[src/rtl/tlb_pkg.sv]
package tlb_pkg;
  typedef enum logic [4:0] {
    OP_READ     = 5'h01,
    OP_WRITE    = 5'h02,
    OP_INV_ASID = 5'h03,
    OP_INV_ALL  = 5'h04,
    OP_RAND_WR  = 5'h06,
    OP_PROBE    = 5'h08
  } tlb_op_e;

  // Bulk invalidates are honoured from capability level 2 upward
  function automatic logic inv_cap_ok(input logic [1:0] cap);
    return cap >= 2'd2;
  endfunction

  // A slot is dropped by a tag invalidate when it is not global and tags agree
  function automatic logic tag_kill(input logic glob, input logic tag_eq);
    return !glob && tag_eq;
  endfunction

  // Probe qualification: valid, page matches, and tag matches or global
  function automatic logic probe_hit(input logic vld, input logic vpn_eq,
                                     input logic tag_eq, input logic glob);
    return vld && vpn_eq && (tag_eq || glob);
  endfunction
endpackage

[src/rtl/tlb_store.sv]
module tlb_store
  import tlb_pkg::*;
#(
  parameter int ENTRIES = 16,
  parameter int ASID_W  = 8,
  parameter int VPN_W   = 19,
  parameter int PFN_W   = 20,
  localparam int IDX_W  = $clog2(ENTRIES)
) (
  input  logic              clk,
  input  logic              rst_n,
  input  logic              wr_fire,
  input  logic [IDX_W-1:0]  wr_idx,
  input  logic [VPN_W-1:0]  wr_vpn,
  input  logic [ASID_W-1:0] wr_asid,
  input  logic              wr_glob,
  input  logic [PFN_W-1:0]  wr_pfn,
  input  logic              wr_kill,
  input  logic              clr_tag_fire,
  input  logic              clr_all_fire,
  input  logic [ASID_W-1:0] cur_asid,
  output logic [VPN_W-1:0]  vpn_q  [ENTRIES],
  output logic [ASID_W-1:0] asid_q [ENTRIES],
  output logic [PFN_W-1:0]  pfn_q  [ENTRIES],
  output logic [ENTRIES-1:0] glob_vec,
  output logic [ENTRIES-1:0] valid_vec
);
  for (genvar i = 0; i < ENTRIES; i++) begin : g_slot
    logic sel;
    assign sel = wr_fire && (wr_idx == IDX_W'(i));

    always_ff @(posedge clk) begin
      if (!rst_n)                    valid_vec[i] <= 1'b0;
      else if (clr_all_fire)         valid_vec[i] <= 1'b0;
      else if (clr_tag_fire && tag_kill(glob_vec[i], asid_q[i] == cur_asid))
                                     valid_vec[i] <= 1'b0;
      else if (sel)                  valid_vec[i] <= !wr_kill;
    end

    always_ff @(posedge clk) begin
      if (sel) begin
        vpn_q[i]    <= wr_vpn;
        asid_q[i]   <= wr_asid;
        glob_vec[i] <= wr_glob;
        pfn_q[i]    <= wr_pfn;
      end
    end
  end
endmodule

[src/rtl/tlb_match.sv]
module tlb_match
  import tlb_pkg::*;
#(
  parameter int ENTRIES = 16,
  parameter int ASID_W  = 8,
  parameter int VPN_W   = 19,
  localparam int IDX_W  = $clog2(ENTRIES)
) (
  input  logic [VPN_W-1:0]   key_vpn,
  input  logic [ASID_W-1:0]  key_asid,
  input  logic [VPN_W-1:0]   vpn_q  [ENTRIES],
  input  logic [ASID_W-1:0]  asid_q [ENTRIES],
  input  logic [ENTRIES-1:0] glob_vec,
  input  logic [ENTRIES-1:0] valid_vec,
  output logic               hit_any,
  output logic [IDX_W-1:0]   hit_idx
);
  logic [ENTRIES-1:0] hit_vec;

  for (genvar i = 0; i < ENTRIES; i++) begin : g_cmp
    assign hit_vec[i] = probe_hit(valid_vec[i], vpn_q[i] == key_vpn,
                                  asid_q[i] == key_asid, glob_vec[i]);
  end

  // Lowest index wins: scan downward so the last assignment is the smallest
  always_comb begin
    hit_any = |hit_vec;
    hit_idx = '0;
    for (int i = ENTRIES - 1; i >= 0; i--) begin
      if (hit_vec[i]) hit_idx = IDX_W'(i);
    end
  end
endmodule

[src/rtl/asid_tlb.sv]
module asid_tlb
  import tlb_pkg::*;
#(
  parameter int ENTRIES = 16,
  parameter int ASID_W  = 8,
  parameter int VPN_W   = 19,
  parameter int PFN_W   = 20,
  localparam int IDX_W  = $clog2(ENTRIES)
) (
  input  logic              clk,
  input  logic              rst_n,
  input  logic              cmd_valid,
  input  logic [4:0]        cmd_op,
  input  logic [IDX_W-1:0]  cmd_idx,
  input  logic [ASID_W-1:0] cur_asid,
  input  logic [1:0]        inv_cap,
  input  logic [VPN_W-1:0]  ent_vpn,
  input  logic [ASID_W-1:0] ent_asid,
  input  logic              ent_global,
  input  logic [PFN_W-1:0]  ent_pfn,
  input  logic              ent_kill,
  output logic              done,
  output logic              err,
  output logic [VPN_W-1:0]  rd_vpn,
  output logic [ASID_W-1:0] rd_asid,
  output logic              rd_global,
  output logic [PFN_W-1:0]  rd_pfn,
  output logic              rd_valid,
  output logic [IDX_W-1:0]  probe_idx,
  output logic              probe_miss
);
  logic is_rd, is_wr, is_ctag, is_call, is_probe, is_bad;
  logic rd_fire, wr_fire, probe_fire, bad_fire;
  logic inv_tag_fire, inv_all_fire, inv_blocked;
  logic cap_ok;

  logic [VPN_W-1:0]   vpn_q  [ENTRIES];
  logic [ASID_W-1:0]  asid_q [ENTRIES];
  logic [PFN_W-1:0]   pfn_q  [ENTRIES];
  logic [ENTRIES-1:0] glob_vec, valid_vec;
  logic               hit_any;
  logic [IDX_W-1:0]   hit_idx;

  always_comb begin
    is_rd = 1'b0; is_wr = 1'b0; is_ctag = 1'b0;
    is_call = 1'b0; is_probe = 1'b0; is_bad = 1'b0;
    case (cmd_op)
      OP_READ:     is_rd    = 1'b1;
      OP_WRITE:    is_wr    = 1'b1;
      OP_INV_ASID: is_ctag  = 1'b1;
      OP_INV_ALL:  is_call  = 1'b1;
      OP_PROBE:    is_probe = 1'b1;
      default:     is_bad   = 1'b1;  // includes the random-write code
    endcase
  end

  assign cap_ok       = inv_cap_ok(inv_cap);
  assign rd_fire      = cmd_valid && is_rd;
  assign wr_fire      = cmd_valid && is_wr;
  assign probe_fire   = cmd_valid && is_probe;
  assign bad_fire     = cmd_valid && is_bad;
  assign inv_tag_fire = cmd_valid && is_ctag && cap_ok;
  assign inv_all_fire = cmd_valid && is_call && cap_ok;
  assign inv_blocked  = cmd_valid && (is_ctag || is_call) && !cap_ok;

  tlb_store #(.ENTRIES(ENTRIES), .ASID_W(ASID_W), .VPN_W(VPN_W), .PFN_W(PFN_W)) u_store (
    .clk          (clk),
    .rst_n        (rst_n),
    .wr_fire      (wr_fire),
    .wr_idx       (cmd_idx),
    .wr_vpn       (ent_vpn),
    .wr_asid      (ent_asid),
    .wr_glob      (ent_global),
    .wr_pfn       (ent_pfn),
    .wr_kill      (ent_kill),
    .clr_tag_fire (inv_tag_fire),
    .clr_all_fire (inv_all_fire),
    .cur_asid     (cur_asid),
    .vpn_q        (vpn_q),
    .asid_q       (asid_q),
    .pfn_q        (pfn_q),
    .glob_vec     (glob_vec),
    .valid_vec    (valid_vec)
  );

  tlb_match #(.ENTRIES(ENTRIES), .ASID_W(ASID_W), .VPN_W(VPN_W)) u_match (
    .key_vpn   (ent_vpn),
    .key_asid  (cur_asid),
    .vpn_q     (vpn_q),
    .asid_q    (asid_q),
    .glob_vec  (glob_vec),
    .valid_vec (valid_vec),
    .hit_any   (hit_any),
    .hit_idx   (hit_idx)
  );

  always_ff @(posedge clk) begin
    if (!rst_n) begin
      done       <= 1'b0;
      err        <= 1'b0;
      rd_vpn     <= '0;
      rd_asid    <= '0;
      rd_global  <= 1'b0;
      rd_pfn     <= '0;
      rd_valid   <= 1'b0;
      probe_idx  <= '0;
      probe_miss <= 1'b0;
    end else begin
      done <= cmd_valid;
      err  <= bad_fire;
      if (rd_fire) begin
        rd_vpn    <= vpn_q[cmd_idx];
        rd_asid   <= asid_q[cmd_idx];
        rd_global <= glob_vec[cmd_idx];
        rd_pfn    <= pfn_q[cmd_idx];
        rd_valid  <= valid_vec[cmd_idx];
      end
      if (probe_fire) begin
        probe_idx  <= hit_idx;
        probe_miss <= !hit_any;
      end
    end
  end
endmodule

[config.mk]
export PLATFORM = sky130hd
export DESIGN_NAME = asid_tlb
export DESIGN_NICKNAME = d
export VERILOG_FILES = /design/src/rtl/tlb_pkg.sv /design/src/rtl/tlb_store.sv /design/src/rtl/tlb_match.sv /design/src/rtl/asid_tlb.sv
export SDC_FILE = /design/constraint.sdc
export NUM_CORES = 1
export LEC_CHECK = 0
export CAP_MARGIN = 20
export CORE_ASPECT_RATIO = 1.5
export CORE_MARGIN = 1
export CORE_UTILIZATION = 45
export DETAILED_ROUTE_END_ITERATION = 16
export DONT_BUFFER_PORTS = 1
export PLACE_DENSITY = 0.57
export SYNTH_ARGS = -nofsm -noshare
export SYNTH_HDL_FRONTEND = slang
export SYNTH_SLANG_ARGS = --single-unit
[constraint.sdc]
create_clock -name clk -period 16.1 [get_ports clk]
set_input_delay 1.61 -clock clk [delete_from_list [all_inputs] [get_ports clk]]
set_output_delay 1.61 -clock clk [all_outputs]
set_load 0.01 [all_outputs]
# After elaboration in Yosys (flattened, before gate mapping)
# Index checks and enable logic that the tools add are counted.
# Widths: inputs -> output; s select.
word_totals:
  in_bits: 71
  regBits: 840
  word_cells: 322
  out_inout_bits: 56
classes:
  magnitude_cmp: 3
  eq_ne: 52
  reduce_logical: 141
  bitwise: 2
  mux: 35
ops:
  columns: ["operator", "n"]
  rows:
  - ["$eq 19x19->1", 16]
  - ["$eq 8x8->1", 16]
  - ["$logic_and 1x1->1", 88]
  - ["$bmux 20 s4", 1]
  - ["$bmux 19 s4", 1]
  - ["$mux 4", 16]
  - ["$reduce_or 3->1", 16]
  - ["$mux 20", 2]
  - ["$mux 19", 2]
  - ["$bmux 8 s4", 1]
  - ["$eq 4x4->1 const B", 8]
  - ["$logic_not 1->1", 18]
  - ["$eq 4x3->1 const B", 4]
  - ["$logic_or 1x1->1", 16]
  - ["$mux 8", 2]
  - ["$reduce_or 16->1", 1]
  - ["$eq 5x2->1 const B", 2]
  - ["$bmux 1 s4", 2]
  - ["$eq 4x2->1 const B", 2]
  - ["$mux 1", 8]
  - ["$eq 5x1->1 const B", 1]
  - ["$eq 5x3->1 const B", 1]
  - ["$eq 5x4->1 const B", 1]
  - ["$ge 5x5->1 const B", 1]
  - ["7 further kinds", 7]

# Logic depth before layout (Yosys ltp)
depth:
  depth_word: 19
  mapped_depth: 9

# Modules after synthesis
# Synthesis repeated with hierarchy kept, for this count alone.
unflattened:
  hier_cells: 2294
  area_unflattened_um2: 38788.5
modules_own_cells:
  columns: ["mod", "area_per_inst_um2", "n_inst", "cells_each", "seq_area_each_um2"]
  rows:
  - ["tlb_store", 25524.5, 1, 1061, 23382.4]
  - ["asid_tlb", 7836.3, 1, 553, 1121.1]
  - ["tlb_match", 5427.7, 1, 680, 0.0]

# Worst setup path before layout
# OpenSTA, ideal clock, no wires.
synth_path:
  kind: "input to register"
  startpoint: "in cmd_idx[1]"
  endpoint: "reg u_store.valid_vec[3]"
  arrival_time_ps: 6427
  slack_ps: 9348
  cell_stages: 6
  setup_time_ps: 325
  cell_sequence: "buf_2 -> clkbuf_1 -> buf_2 -> nand3_1 -> nor3_1 -> a2111oi_0"
synth_via:
  elab_chain_cells: 2
synth_rtl:
  columns: ["element", "line_no", "text"]
  rows:
  - ["start: declaration", "asid_tlb.sv:14", "input logic [IDX_W-1:0] cmd_idx,"]
  - ["$eq 4x2->1", "tlb_store.sv:30", "assign sel = wr_fire && (wr_idx == IDX_W'(i));"]
  - ["$logic_and 1x1->1", "tlb_store.sv:30", null]
  - ["via u_store.g_slot[3].sel", "tlb_store.sv:29", "logic sel;"]
  - ["end signal: indexed assignment", "tlb_store.sv:37", "else if (sel) valid_vec[i] <= !wr_kill;"]
  - ["end: declaration", "tlb_store.sv:26", "output logic [ENTRIES-1:0] valid_vec"]
# The timed path passes the listed nets, and every way through them passes these cells.
# A chain may end at the register's enable or synchronous reset.

# Final worst setup path
layout_path:
  startpoint: "in cmd_op[4]"
  endpoint: "reg u_store.pfn_q[220] in the netlist's numbering, enable pin"
layout_via:
  elab_chain_cells: 4
layout_rtl:
  columns: ["element", "line_no", "text"]
  rows:
  - ["start: declaration", "asid_tlb.sv:13", "input logic [4:0] cmd_op,"]
  - ["$eq 5x2->1", "asid_tlb.sv:47", "case (cmd_op)"]
  - ["$mux 1", "asid_tlb.sv:47", null]
  - ["$logic_and 1x1->1", "asid_tlb.sv:59", "assign wr_fire = cmd_valid && is_wr;"]
  - ["$logic_and 1x1->1", "tlb_store.sv:30", null]
  - ["via u_store.g_slot[4].sel", "tlb_store.sv:29", null]
  - ["end signal: indexed assignment", "tlb_store.sv:45", "pfn_q[i] <= wr_pfn;"]
  - ["end: declaration", "tlb_store.sv:24", "output logic [PFN_W-1:0] pfn_q [ENTRIES],"]
# The timed path passes the listed nets, and every way through them passes these cells.

==> metrics.yaml <==
critical_path:
  path_class: "in -> reg"
  arrival_ns: 4.56
  cp-start-kind: "input pin"
  crit_path_cell_trace: "nor4b_1 -> nand3b_1 -> or3_1 -> nor2_4 -> buf_4"
  max_stage_delay_ns: 0.84
  slowest_stage: "nor2_4"
  cp.required_ns: 16.38
  crit_path_end_kind: "flop"
  critical_path.max_fanout: 28
sta:
  finalSetupViolations: 0
  worst_pin_slew_ns: 1.03
  finalClockSkew_ns: 0.0316
  setup_tns_ns: 0
  min_period_ns: 4.28
  fin_crit_sh: 0.266
  hold_viol_final: 0
  rsz0062_at_grt: "false"
  maxSlewHeadroom: 0.312
  whs_ns: 0.499
  fmax_mhz: 234
  finalMaxSlewViolations: 0
floorplanning:
  fp.dieW_microns: 237
  die_y_microns: 354
  num_rows: 128
  dieArea_sq_mm: 0.0837
  ios: 127
  coreArea_sq_mm: 0.0815
  initial_core_util: 0.455
clock_network:
  cts_tree: "yes"
  cts_hold_buf: 0
  clock_path_buffers: 3
  post-cts-setup-buffer-count: 0
  cts-buffers-inserted: 82
  clkSlewWorstSetupHoldPaths_ns: 0.06
  insertion_delay_ns: 0.67
  cts_num_sinks: 840
  cts_resized: 0
  htreeDepth: 3
  root_buffer: "clkbuf_16"
logic_synthesis:
  synthDistinctLibCells: 58
  synthAdderAreaFrac: 0
  syn_nets: 2194
  yosysWarnings: 0
  synth_compound_area_frac: 0.0204
  synth_edf_count: 768
  yosysSeqAreaShare: 0.660
  syn_area_sq_mm: 0.0371
  yosys.area_share.simple: 0.0485
  synth_top_family_by_area: "multiplexers"
  synth_ff_type: "edfxtp_1"
  synth_cells: 2123
  ys_ff_latch: 840
  synthArstFlopShare: 0
  yosys.area_share.xor_xnor: 0.102
  synthMuxAreaShare: 0.149
  syn_avg_cell_area_sq_um: 17.5
detailed_routing:
  num_vias: 19700
  drtPass1Iterations: 5
  viasPerCell: 6.14
  routed_wl_mm: 107
  post-route-drc-count: 0
  dr.first_iter.drc_count: 1767
  antenna_left: 0
  post_drt_wl_per_cell_microns: 33.4
outcome:
  status: "finished clean"
grt:
  grt_pass1_wl_mm: 154
  antenna_found_initial: 0
  grtUsageTotal: 0.260
  grt_pass1_vias: 20700
  grt_overflow: 0
  grt_max_degree: 201
cells_and_area:
  fin_area_sq_mm: 0.0408
  multi_input_comb_area_sq_mm: 0.0120
  final_nets: 2172
  layout-drive-gt1-share: 0.193
  regArea_sq_mm: 0.0245
  insertedDiodeCount: 0
  areaGrowthSynthToFinish_pct: 10.0
  fill_cells: 6806
  fin_cells: 3210
placement:
  post-place-cells: 3056
  portBuffers: 0
  placed_area_sq_mm: 0.0380
  dp_hpwl_mm: 68.8
  gp_congestion: 0.944
power_and_ir_drop:
  ir_drop_mv: 0.0841
  leakage_uw: 0.0126
  power_uw: 4570
  power_density_mw_per_mm2: 112
min_path:
  hold_path_class: "reg -> reg"
job:
  maxCapViolCount: 0
## registers in the layout, indices dropped and copies added, names as in the netlist
signal,count
rd_valid,1
u_store.glob_vec,16
rd_vpn,19
rd_asid,8
rd_pfn,20
u_store.vpn_q,304
u_store.pfn_q,320
rd_global,1
probe_idx,4
u_store.valid_vec,16
done,1
u_store.asid_q,128
err,1
probe_miss,1
## power breakdown
group / total [uW] / switching (uW) / internal [uW] / leakage (uW)
combinational: 165 / 71.7 / 93.5 / 0.00371
clock: 2020 / 849 / 1170 / 0.00137
sequential: 2380 / 2.57 / 2380 / 0.00748
total: 4570 / 923 / 3640 / 0.0126
## worst max-delay path: cells and delay by family
family | cells | cell delay, ns
buf+inv | 1 | 0.61
simple gates | 4 | 2.30
## layout by cell type (no fill, tap or decap), types with 45 or more instances in the layout
cell type and count:
a21oi_1 60, nor4_1 80, mux4_2 245, xnor2_1 126, dfxtp_1 72, xor2_1 307
nand4_1 45, nand2_1 124, edfxtp_1 768, clkbuf_16 86
## path summary, 6_finish.rpt
| path | cells past startpoint | start | to | slack (ns) |
|---|---|---|---|---|
| worst max register to register | 7 | u_store.asid_q[45] | probe_idx[0] | 12.67 |
| worst min-delay path | 2 | rd_pfn[2] | rd_pfn[2] | 0.50 |
| worst min register to register | 2 | rd_pfn[2] | rd_pfn[2] | 0.50 |
| worst max-delay path | 5 | cmd_op[4] | u_store.pfn_q[220] | 11.82 |
## through the flow
stage	utilization	worst slack, ns
floorplan	-	9.35
global placement	0.466	11.25
detailed placement	0.466	11.13
CTS	0.501	11.83
global route	0.501	11.62
finish	0.501	11.82
## per-layer routing
layer  wire [microns]  vias up  GRT usage
met1            40700    10600      0.318
met3             6140      170     0.0423
met2            55800      660      0.453
li1                 -     8316          -
met4             4540        0      0.116
met5                0        -          0
## cells in the mapped netlist, types with 2 or more instances
| library cell | count | area (sq um) |
|---|---|---|
| o21ai_0 | 2 | 10.0 |
| buf_4 | 9 | 67.6 |
| a21o_1 | 2 | 15.0 |
| buf_6 | 16 | 180 |
| xor2_1 | 307 | 2690 |
| a2111o_1 | 5 | 56.3 |
| and2_1 | 3 | 18.8 |
| nor4_1 | 80 | 500 |
| or4_1 | 4 | 30.0 |
| nor3_1 | 21 | 105 |
| a21oi_1 | 60 | 300 |
| nor4bb_1 | 2 | 20.0 |
| nand4_1 | 45 | 282 |
| nand2b_1 | 4 | 25.0 |
| inv_1 | 8 | 30.0 |
| xnor2_1 | 126 | 1100 |
| clkbuf_1 | 48 | 180 |
| a2111oi_0 | 18 | 158 |
| mux2i_1 | 2 | 20.0 |
| nand3_1 | 17 | 85.1 |
| edfxtp_1 | 768 | 23100 |
| nand3b_1 | 2 | 15.0 |
| buf_1 | 15 | 56.3 |
| buf_2 | 43 | 215 |
| mux4_2 | 245 | 5520 |
| nor2_1 | 37 | 139 |
| nand4b_1 | 2 | 17.5 |
| a21boi_0 | 2 | 15.0 |
| or3_1 | 2 | 12.5 |
| nor4b_1 | 2 | 17.5 |
| a211o_1 | 2 | 17.5 |
| dfxtp_1 | 72 | 1440 |
| o211ai_1 | 2 | 15.0 |
| o31ai_1 | 2 | 15.0 |
| or4_4 | 2 | 22.5 |
| nand2_1 | 124 | 465 |
## layout make-up
cell class              instances  share of cell area
flip-flops and latches        840               0.600
multi-input cells            1143               0.294
clock buffers                 114              0.0575
well taps                    1040              0.0319
clock inverters                39              0.0112
repair buffers                 25             0.00481
inverters                       9            0.000827
## logic make-up after synthesis
| family | Yosys count |
|---|---|
| xor+xnor | 433 |
| simple gates | 352 |
| mux | 247 |
| flops | 840 |
| compound gates | 111 |
| buf+inv | 140 |
Note: power is estimated with default switching activity, not from simulation.
